`src/rtl/fpg_pkg.sv`:
```
package fpg_pkg;

  // Register word geometry; bit positions are fixed by the register format
  localparam int PAGE_W     = 14;
  localparam int PAGE_SHIFT = 12;
  localparam int ADDR_W     = PAGE_W + PAGE_SHIFT;
  localparam int WORD_W     = 32;

  typedef enum logic [1:0] {
    ACC_READ  = 2'b00,
    ACC_WRITE = 2'b01,
    ACC_ERASE = 2'b10,
    ACC_SPARE = 2'b11
  } acc_kind_e;

  typedef struct packed {
    logic              wr_guard;
    logic [PAGE_W-1:0] last_pg;
    logic              rd_guard;
    logic [PAGE_W-1:0] first_pg;
  } range_t;

  localparam int RANGE_BITS = $bits(range_t);

  function automatic logic [WORD_W-1:0] range_to_word(range_t r);
    return {r.wr_guard, 1'b0, r.last_pg, r.rd_guard, 1'b0, r.first_pg};
  endfunction

  function automatic range_t word_to_range(logic [WORD_W-1:0] w);
    range_t r;
    r.first_pg = w[PAGE_W-1:0];
    r.rd_guard = w[15];
    r.last_pg  = w[16 +: PAGE_W];
    r.wr_guard = w[31];
    return r;
  endfunction

  // First and last byte of a page, one bit wider than a flash address
  function automatic logic [ADDR_W:0] page_lo_byte(logic [PAGE_W-1:0] pg);
    return {1'b0, pg, {PAGE_SHIFT{1'b0}}};
  endfunction

  function automatic logic [ADDR_W:0] page_hi_byte(logic [PAGE_W-1:0] pg);
    return {1'b0, pg, {PAGE_SHIFT{1'b1}}};
  endfunction

  // Two inclusive spans share at least one byte
  function automatic logic spans_meet(logic [ADDR_W:0] a_lo, logic [ADDR_W:0] a_hi,
                                      logic [ADDR_W:0] b_lo, logic [ADDR_W:0] b_hi);
    return (a_lo <= b_hi) && (b_lo <= a_hi);
  endfunction

  function automatic logic kind_reads(logic [1:0] k);
    return k == ACC_READ;
  endfunction

endpackage

```
`src/rtl/fpg_regfile.sv`:
```
module fpg_regfile
  import fpg_pkg::*;
#(
  parameter int NUM_RANGES = 6,
  parameter int CFG_AW     = 5
) (
  input  logic              clk,
  input  logic              rst_n,
  input  logic              lock_in,
  input  logic              cfg_we,
  input  logic [CFG_AW-1:0] cfg_addr,
  input  logic [WORD_W-1:0] cfg_wdata,
  output logic [WORD_W-1:0] cfg_rdata,
  output range_t            ranges [NUM_RANGES],
  output logic              locked
);

  localparam int IDX_W = CFG_AW - 2;
  localparam logic [IDX_W:0] SLOT_COUNT = NUM_RANGES[IDX_W:0];

  logic [IDX_W-1:0] slot;
  logic             slot_ok;
  logic             wr_fire;

  assign slot    = cfg_addr[CFG_AW-1:2];
  assign slot_ok = (cfg_addr[1:0] == 2'b00) && ({1'b0, slot} < SLOT_COUNT);
  assign wr_fire = cfg_we && slot_ok && !locked && !lock_in;

  always_ff @(posedge clk) begin
    if (!rst_n) locked <= 1'b0;
    else        locked <= locked | lock_in;
  end

  for (genvar g = 0; g < NUM_RANGES; g++) begin : g_slot
    always_ff @(posedge clk) begin
      if (!rst_n)
        ranges[g] <= '0;
      else if (wr_fire && slot == IDX_W'(g))
        ranges[g] <= word_to_range(cfg_wdata);
    end
  end

  always_comb begin
    cfg_rdata = '0;
    for (int k = 0; k < NUM_RANGES; k++)
      if (slot_ok && slot == IDX_W'(k))
        cfg_rdata = range_to_word(ranges[k]);
  end

  // Flattened copy of all ranges, for the freeze checks
  logic [NUM_RANGES*RANGE_BITS-1:0] range_image;
  always_comb
    for (int k = 0; k < NUM_RANGES; k++)
      range_image[k*RANGE_BITS +: RANGE_BITS] = ranges[k];


  lock_sticky_chk: assert property (@(posedge clk) disable iff (!rst_n)
    locked |=> locked);


  lock_freeze_chk: assert property (@(posedge clk) disable iff (!rst_n)
    (locked || lock_in) |=> $stable(range_image));


  bad_offset_chk: assert property (@(posedge clk) disable iff (!rst_n)
    !(cfg_we && slot_ok) |=> $stable(range_image));

endmodule

```
`src/rtl/fpg_range_cmp.sv`:
```
module fpg_range_cmp
  import fpg_pkg::*;
(
  input  range_t          rng,
  input  logic [ADDR_W:0] req_lo,
  input  logic [ADDR_W:0] req_hi,
  input  logic [1:0]      req_kind,
  output logic            hit
);

  logic guard_on;
  logic non_empty;
  logic overlap;

  assign guard_on  = kind_reads(req_kind) ? rng.rd_guard : rng.wr_guard;
  assign non_empty = rng.first_pg <= rng.last_pg;
  assign overlap   = spans_meet(req_lo, req_hi,
                                page_lo_byte(rng.first_pg), page_hi_byte(rng.last_pg));
  assign hit       = guard_on && non_empty && overlap;

endmodule

```
`src/rtl/flash_range_guard.sv`:
```
module flash_range_guard
  import fpg_pkg::*;
#(
  parameter int NUM_RANGES = 6,
  parameter int LEN_W      = 16,
  parameter int CFG_AW     = 5
) (
  input  logic              clk,
  input  logic              rst_n,
  input  logic              lock_in,
  input  logic              cfg_we,
  input  logic [CFG_AW-1:0] cfg_addr,
  input  logic [31:0]       cfg_wdata,
  output logic [31:0]       cfg_rdata,
  input  logic              req_valid,
  input  logic [ADDR_W-1:0] req_addr,
  input  logic [LEN_W-1:0]  req_len_m1,
  input  logic [1:0]        req_kind,
  output logic              viol
);

  range_t ranges [NUM_RANGES];
  logic   locked;

  fpg_regfile #(.NUM_RANGES(NUM_RANGES), .CFG_AW(CFG_AW)) u_regs (
    .clk       (clk),
    .rst_n     (rst_n),
    .lock_in   (lock_in),
    .cfg_we    (cfg_we),
    .cfg_addr  (cfg_addr),
    .cfg_wdata (cfg_wdata),
    .cfg_rdata (cfg_rdata),
    .ranges    (ranges),
    .locked    (locked)
  );

  // Request span, one bit wider so the end never wraps
  logic [ADDR_W:0] req_lo;
  logic [ADDR_W:0] req_hi;
  assign req_lo = {1'b0, req_addr};
  assign req_hi = req_lo + (ADDR_W+1)'(req_len_m1);

  logic [NUM_RANGES-1:0] hit_vec;
  logic                  hit_any;

  for (genvar g = 0; g < NUM_RANGES; g++) begin : g_cmp
    fpg_range_cmp u_cmp (
      .rng      (ranges[g]),
      .req_lo   (req_lo),
      .req_hi   (req_hi),
      .req_kind (req_kind),
      .hit      (hit_vec[g])
    );


    empty_range_chk: assert property (@(posedge clk) disable iff (!rst_n)
      (ranges[g].first_pg > ranges[g].last_pg) |-> !hit_vec[g]);


    read_gate_chk: assert property (@(posedge clk) disable iff (!rst_n)
      (kind_reads(req_kind) && hit_vec[g]) |-> ranges[g].rd_guard);


    write_gate_chk: assert property (@(posedge clk) disable iff (!rst_n)
      (!kind_reads(req_kind) && hit_vec[g]) |-> ranges[g].wr_guard);
  end

  assign hit_any = |hit_vec;

  // Capture on the first strobe cycle, hold while strobe stays high
  logic held_q;
  logic strobe_first;
  assign strobe_first = req_valid && !held_q;

  always_ff @(posedge clk) begin
    if (!rst_n) begin
      held_q <= 1'b0;
      viol   <= 1'b0;
    end else begin
      held_q <= req_valid;
      if (strobe_first)    viol <= hit_any;
      else if (!req_valid) viol <= 1'b0;
    end
  end


  idle_low_chk: assert property (@(posedge clk) disable iff (!rst_n)
    !req_valid |=> !viol);


  hold_stable_chk: assert property (@(posedge clk) disable iff (!rst_n)
    (req_valid && held_q) |=> $stable(viol));

endmodule

```
`config.mk`:
```
export PLATFORM = sky130hd
export DESIGN_NAME = flash_range_guard
export DESIGN_NICKNAME = d
export VERILOG_FILES = /design/src/rtl/fpg_pkg.sv /design/src/rtl/fpg_regfile.sv /design/src/rtl/fpg_range_cmp.sv /design/src/rtl/flash_range_guard.sv
export SDC_FILE = /design/constraint.sdc
export NUM_CORES = 1
export LEC_CHECK = 0
export ABC_AREA = 1
export BUFFER_PORTS_ARGS = -buffer_cell sky130_fd_sc_hd__buf_4
export CORE_UTILIZATION = 62
export DETAILED_ROUTE_END_ITERATION = 12
export PLACE_DENSITY = 0.79
export SETUP_SLACK_MARGIN = 0.05
export SYNTH_ARGS = -nofsm -noshare
export SYNTH_HDL_FRONTEND = slang
export SYNTH_SLANG_ARGS = --single-unit
```
`constraint.sdc`:
```
create_clock -name clk -period 5.1 [get_ports clk]
set_clock_uncertainty 0.05 [all_clocks]
set_input_delay 1.02 -clock clk [delete_from_list [all_inputs] [get_ports clk]]
set_output_delay 1.02 -clock clk [all_outputs]
set_load 0.1 [all_outputs]
```
# ---- After elaboration in Yosys (flattened, before gate mapping)
# Cells that the tools add are included.
dict set report totals {
  reg_bits 183
  latch_bits 0
  mem_bits_rw 0
  rom_bits 0
  inputBits 86
  output_inout_bits 33
  elab_cells 110
  mem_count 0
}
dict set report op_classes {
  n_addsub 1
  multipliers 0
  n_div 0
  magnitude_cmp 19
  n_eq_ne 6
  shifts 0
  n_mux 14
  bitwise_logic 1
  reduce_logical 42
}
# op count
set ops {}
lappend ops {{two-way mux 32 bit} 6}
lappend ops {{<= comparator 26 x 27 -> 1 bit} 6}
lappend ops {{<= comparator 26 bit} 6}
lappend ops {{<= comparator 14 bit} 6}
lappend ops {{logical AND 1 bit} 35}
lappend ops {{adder 26 x 16 -> 27 bit} 1}
lappend ops {{two-way mux 1 bit} 8}
lappend ops {{equality test 3 x 2 -> 1 bit, second input constant} 2}
lappend ops {{equality test 3 bit, second input constant} 2}
lappend ops {{OR reduction 6 bit} 1}
lappend ops {{logical NOT 2 bit} 2}
lappend ops {{equality test 3 x 1 -> 1 bit, second input constant} 1}
lappend ops {{logical NOT 1 bit} 3}
lappend ops {{logical NOT 3 bit} 1}
lappend ops {{less-than comparator 3 bit, second input constant} 1}
lappend ops {{inequality test 2 x 1 -> 1 bit, second input constant} 1}
lappend ops {{bitwise OR 1 bit} 1}

# ---- Depth between registers and ports, before layout
# Gate-level depths: netlist of run 1.
dict set report depth {
  ltp_word 9
  depth_mapped 26
  mapped_depth_nobuf 26
}

# ---- Modules after synthesis
# Synthesis of run 1 repeated with hierarchy kept, for this count alone.
dict set report unflattened {
  cells_unflattened 3104
  hier_area_um2 18665.4
}
# mod n_inst cells_each area_per_inst_um2 seq_area_each_um2
set modules_own_cells {}
lappend modules_own_cells {fpg_regfile 1 1388 8901.0 3623.5}
lappend modules_own_cells {{fpg_range_cmp (g_cmp[0].u_cmp ...)} 5 222 1310.0 0.0}
lappend modules_own_cells {flash_range_guard 1 352 1761.7 40.0}
lappend modules_own_cells {{fpg_range_cmp (g_cmp[3].u_cmp)} 1 254 1452.6 0.0}

# ---- Worst setup path before layout of run 1
# No wires, ideal clock.
dict set report synth_path {
  path_kind {input port to output port}
  from {in cfg_addr[1]}
  to {out cfg_rdata[16]}
  arrival_ns 3.548
  required_ns 4.030
  setup_slack_ns 0.482
  path_stages 6
  path_buffers 1
  cell_sequence {nor2_1 > clkinv_1 > nor2_1 > inv_1 > clkbuf_1 > o2111ai_1}
}
dict set report synth_via {
  elab_chain_len 9
  elab_cells_between_ends 14
  classes_between {6 x mux; 8 x reduce/logical}
}
# element line_no
set synth_rtl {}
lappend synth_rtl {{start, declared} flash_range_guard.sv:12} ;# input logic [CFG_AW-1:0] cfg_addr,
lappend synth_rtl {{logical NOT 2 bit *} fpg_regfile.sv:26} ;# assign slot_ok = (cfg_addr[1:0] == 2'b00) && ({1'b0, slot} < SLOT_COUNT);
lappend synth_rtl {{logical AND 1 bit *} fpg_regfile.sv:26}
lappend synth_rtl {{logical AND 1 bit} fpg_regfile.sv:46} ;# if (slot_ok && slot == IDX_W'(k))
lappend synth_rtl {{two-way mux 32 bit (5 in series)} fpg_regfile.sv:46}
lappend synth_rtl {{two-way mux 32 bit *} fpg_regfile.sv:46}
lappend synth_rtl {{end, declared} flash_range_guard.sv:14} ;# output logic [31:0] cfg_rdata,
# Every way passes the cells marked *; elsewhere a longest branch is shown, timed or not.

# ---- Final worst setup path of run 1
dict set report layout_path {
  from {in cfg_addr[1]}
  to {out cfg_rdata[23]}
}
# The elaborated chain is that of the path after synthesis.

==> results of run 1 <==
-- final cells by class --
cell class,count,area share [%]
multi-input cells,1675,59.95
clock buffers,19,2.638
clock inverters,12,1.118
well taps,319,2.377
inverters,247,5.522
repair buffers,147,6.573
flip-flops and latches,183,21.82
-- metal layers --
metal  wire length (microns)  vias up  track usage (%)
met5                       0        -                0
met4                    5131        0            34.30
met3                    7911      364            14.10
met2                   24290     1264            71.32
met1                   22690     7607            62.32
li1                        -     7642                -
-- registers in the layout, summed over array words and instances, names as in the netlist --
name,flops
held_q,1
u_regs.locked,1
u_regs.ranges,180
viol,1
-- worst max path at each step --
| stage | start | to | slack [ns] | depth (start not counted) |
|---|---|---|---|---|
| after global routing | cfg_addr[1] | cfg_rdata[23] | 0.39 | 10 |
| after CTS | cfg_addr[1] | cfg_rdata[9] | 0.58 | 10 |
| after floorplan | cfg_addr[1] | cfg_rdata[16] | 0.48 | 6 |
| final | cfg_addr[1] | cfg_rdata[23] | 0.36 | 10 |
| after global placement | req_addr[5] | viol$_SDFFE_PN0P_ | 0.35 | 22 |
| after detailed placement | req_addr[2] | viol$_SDFFE_PN0P_ | 0.32 | 24 |
-- through the flow --
step	area (sq um)	setup WS [ns]	hold WS, ns	power (uW)	std cells
after global routing	16790	0.3929	0.4544	3760	2602
after detailed placement	16160	0.3200	0.4048	2162	2571
after floorplan	14940	0.4824	0.3721	1887	2177
after global placement	16160	0.3472	0.3868	2142	2571
after CTS	16790	0.5846	0.4216	3603	2602
final	16790	0.3567	0.4192	3660	2602
-- critical path, delay by kind of cell --
kind / cells / cell delay, ns
AO/OA/AOI/OAI: 3 / 0.93
AND/OR/NAND/NOR: 2 / 0.32
buffers and inverters: 5 / 1.38
-- Yosys cell counts, drive strengths merged (6+ instances only) --
library cell    n
ha            250
nand4          40
inv           244
nand2         406
nor3           17
xor2            8
xnor2           6
o21ai         227
nor4           10
nand3          92
a31oi           8
dfxtp         183
a21oi         237
clkbuf         68
o211ai          7
o22ai          23
o21bai         11
nor2          256
o2111ai        19
a221oi         15
-- report_power, final --
part,internal (uW),switching (uW)
registers,1440,8.43
logic,241,486
clock network,840,650
-- kinds of logic (layout without fill, tap and decap cells) --
kind of cell,after synthesis,count (layout),synth area share (%)
AOI/OAI and AO/OA,571,571,21.13
muxes,3,3,0.2262
adders and majority gates,251,251,21.08
and+or+nand+nor,834,834,24.04
xor gates and xnor gates,14,14,0.8211
other,1,2,0.02511
DFF,183,183,24.53
buffers and inverters,319,425,8.143
==> out/qor.yml, run 1 <==
timing:
  setup_viol_count_final: 0
  hold_viol_final: 0
  slew_violations: 0
  fin_crit_sh_pct: 93.01
  clock.fmax_ghz: 0.2108
  rsz0062_at_grt: "no"
  fin_setup_tns_ns: 0
  slew_headroom_pct: 24.12
  tightest_slew_ns: 1.130
  min_period_ns: 4.743
placed_design:
  gp_congestion: 1.076
  dp_hpwl_mm: 46.60
  numPortBuffers: 114
logic_synthesis:
  ys_ff_latch: 183
  synth_ff_type: "dfxtp_1"
  synth.top_cells.by_area: "dfxtp_1 (25%), ha_1 (21%), nand2_1 (10%)"
  ys_types: 54
  post-synth-top-area-cell: "dfxtp_1"
  yosys_warnings: 0
  synth_top_area_share_pct: 24.53
  netlist_area_sq_um: 14930
  avgSynthCellArea_sq_um: 6.863
  yosysSeqAreaShare_pct: 24.53
  synth_edf_count: 0
  syn_inst: 2176
  ys_async_sr_fraction_pct: 0
setup_path:
  critPathMaxStageDelay_ns: 0.64
  regToRegSetupSlack_ns: 2.46
  cp-start-kind: "input pin"
  cp.arrival_ns: 3.67
  critPathRequiredTime_ns: 4.03
  crit_chain: "buf_4 > nor2_1 > clkinv_1 > buf_4 > nor2_1 > clkinv_1 > o22ai_1 > a21oi_1 > o2111ai_1 > buf_4"
  path_class: "input pin to primary output"
  r2r_end: "viol$_SDFFE_PN0P_"
  crit_top_cell: "buf_4"
  crit_slowest_cell: "clkinv_1"
  crit_fanout: 18
  setup.worst_path.end_class: "primary output"
  ff2ff_path_depth: 11
  timing.rr.start: "u_regs.ranges[123]$_SDFFE_PN0P_"
grt:
  grt_pass1_wl_mm: 89.00
  grt_overflow: 0
  antenna_found_initial: 0
  grt_use_total_pct: 49.11
  grt_pass1_vias: 15340
  grt_max_degree: 90
clocking:
  cts_sinks: 183
  numCtsBuffers: 17
  clk_pin_slew_ns: 0.07
  cts-root-buf: "clkbuf_16"
  post-cts-setup-buffers: 0
  insertion_delay_ns: 0.46
  cts.path.max_buffers: 2
  hold_buffers: 0
  postCtsResizedCells: 0
  cts_tree: "done"
  cts_htree_levels: 4
detailed_routing:
  route.vias.total: 16880
  wl_per_cell_microns: 23.07
  dr.first_iter.drc_count: 2389
  drc: 0
  vias_per_cell: 6.486
  routed_wirelength_mm: 60.02
  ant_nets: 0
  drt_pass1_iterations: 7
die:
  fp.coreArea_sq_um: 23540
  pin_count: 119
  die_h_microns: 157.2
  rows: 56
  die_area_sq_um: 24710
  start_util_pct: 63.44
  die_w_microns: 157.2
cells_and_area:
  drive_above_1_share_pct: 9.812
  antenna_cells: 0
  layout_common_cells: "nand2_1 (396), ha_1 (250), nor2_1 (242)"
  regArea_sq_um: 3664
  multi_input_area_sq_um: 10070
  synthToLayoutAreaGrowth_pct: 12.42
  fin_util_pct: 71.32
  nFillCells: 1991
  final_nets: 2608
  final_common_cell: "nand2_1"
job:
  max-cap-violations: 0
power_and_ir_drop:
  p_leak_uw: 0.007945
  power_density_nw_per_um2: 218.0
  vdd_drop_max_mv: 0.1912
outcome:
  outcome: "completed"
min_path:
  min_from: "u_regs.locked$_SDFF_PN0_"
  hold_depth: 2
  whs_endpoint: "u_regs.locked$_SDFF_PN0_"
  hp-class: "flop to flop"
No activity file was read; power rests on OpenSTA's default activity.
==> run 2, diff against run 1 <==
CORE_UTILIZATION = 63   (was 62)
CTS_BUF_LIST = sky130_fd_sc_hd__clkbuf_4   (was default)
PLACE_DENSITY = 0.8   (was 0.79)
==> run 2 against run 1 <==
Net effect:
- via count shrank 2.8%
- routed wire length shrank 5.5%
- clock power shrank 42%
- global-route usage shrank 2.5 points
- core utilization up 0.23 points
- critical endpoint is now cfg_rdata[22]
- largest cell class unchanged
==> out/qor.yml, run 2 (synthesis gave the netlist of run 1 again) <==
outcome:
  outcome: "completed"
cells_and_area:
  final_common_cell: "nand2_1"
  synthToLayoutAreaGrowth_pct: 9.777
  regMostFlops: "u_regs.ranges"
  regArea_sq_um: 3664
  nFillCells: 1950
  layout_common_cells: "nand2_1 (396), ha_1 (250), nor2_1 (242)"
  largest_register_ffs: 180
  multi_input_area_sq_um: 10070
  drive_above_1_share_pct: 9.653
  fin_util_pct: 71.54
  final_nets: 2603
grt:
  grt_overflow: 0
  grt_use_met3_pct: 11.61
  antenna_found_initial: 3
  grt_use_met1_pct: 61.09
  grt_pass1_wl_mm: 83.34
  grt_max_degree: 142
  globalRouteMet2Util_pct: 67.90
  grt_pass1_vias: 14650
  grt.busiest_layer: "met2"
  grt_use_total_pct: 46.57
timing:
  hold_viol_final: 0
  min_period_ns: 4.676
  fin_crit_sh_pct: 91.68
  slew_headroom_pct: 18.83
  rsz0062_at_grt: "no"
  fin_setup_tns_ns: 0
  slew_violations: 0
  setup_viol_count_final: 0
  tightest_slew_ns: 1.218
  clock.fmax_ghz: 0.2139
  setup_ws_ns: 0.4244
clocking:
  postCtsResizedCells: 0
  insertion_delay_ns: 0.63
  cts.path.max_buffers: 2
  clk_pin_slew_ns: 0.14
  cts_sinks: 183
  cts-root-buf: "clkbuf_4"
  cts_htree_levels: 4
  post-cts-setup-buffers: 0
  cts_tree: "done"
  numCtsBuffers: 17
  hold_buffers: 0
die:
  pin_count: 119
  die_w_microns: 156.0
  die_h_microns: 156.0
  start_util_pct: 65.17
  rows: 55
  die_area_sq_um: 24330
  fp.coreArea_sq_um: 22920
placed_design:
  dp_hpwl_mm: 44.97
  gp_congestion: 1.088
  numPortBuffers: 114
  pre_cts_ws_ns: 0.4746
detailed_routing:
  dr.first_iter.drc_count: 2272
  ant_nets: 0
  routed_wirelength_mm: 56.71
  drc: 0
  drt_pass1_iterations: 7
  route.vias.total: 16410
  wl_per_cell_microns: 21.87
  vias_per_cell: 6.329
min_path:
  hp-class: "flop to flop"
setup_path:
  setup.worst_path.end_class: "primary output"
  cp.arrival_ns: 3.61
  path_class: "input pin to primary output"
  critPathRequiredTime_ns: 4.03
  crit_fanout: 19
  cp-start-kind: "input pin"
power_and_ir_drop:
  power_density_nw_per_um2: 185.4
  p_leak_uw: 0.007773
  vdd_drop_max_mv: 0.1556
job:
  max-cap-violations: 0
-- run 2: worst paths after layout --
path / startpoint / to / slack, ns / cells after the start
hold / removal: u_regs.locked$_SDFF_PN0_ / u_regs.locked$_SDFF_PN0_ / 0.45 / 2
setup / recovery: cfg_addr[1] / cfg_rdata[22] / 0.42 / 9
hold reg to reg: u_regs.locked$_SDFF_PN0_ / u_regs.locked$_SDFF_PN0_ / 0.45 / 2
setup reg to reg: u_regs.ranges[3]$_SDFFE_PN0P_ / viol$_SDFFE_PN0P_ / 2.25 / 15
-- run 2: critical path: stages --
cell and delay, ns:
buf_4 0.11, nor2_1 0.29, clkinv_1 0.30, nor2_1 0.25, clkinv_1 0.52, o22ai_1 0.48
a221oi_1 0.15, o211ai_1 0.14, buf_4 0.32
-- run 2: metrics by stage --
step                power, uW  hold WS [ns]  std cells  instance area (sq um)
finish                   3040        0.4451       2593                  16390
global route             3137        0.4550       2593                  16390
CTS                      3001        0.4394       2592                  16390
detailed placement       2171        0.4204       2560                  16110
global placement         2149        0.4068       2560                  16110
floorplan                1887        0.3721       2177                  14940
-- run 2: where the power goes --
part           internal [uW]  switching (uW)  leakage [uW]
Sequential              1440            8.28       0.00147
Clock                    270             596      0.000155
Combinational            245             482       0.00614
Total                   1950            1090       0.00777
-- run 2: cell type report --
type	instances	share of cell area (%)
sequential	183	22.35
multi-input combinational	1675	61.40
tap	313	2.389
antenna	1	0.01526
inverter	247	5.655
timing repair buffer	142	6.502
clock inverter	13	0.8242
clock buffer	19	0.8700
-- run 2: routing by layer --
metal | vias to the layer above | share of wire (%)
met5 | - | 0.016
li1 | 7624 | -
met2 | 1183 | 41
met4 | 2 | 7.3
met1 | 7336 | 38
met3 | 266 | 14
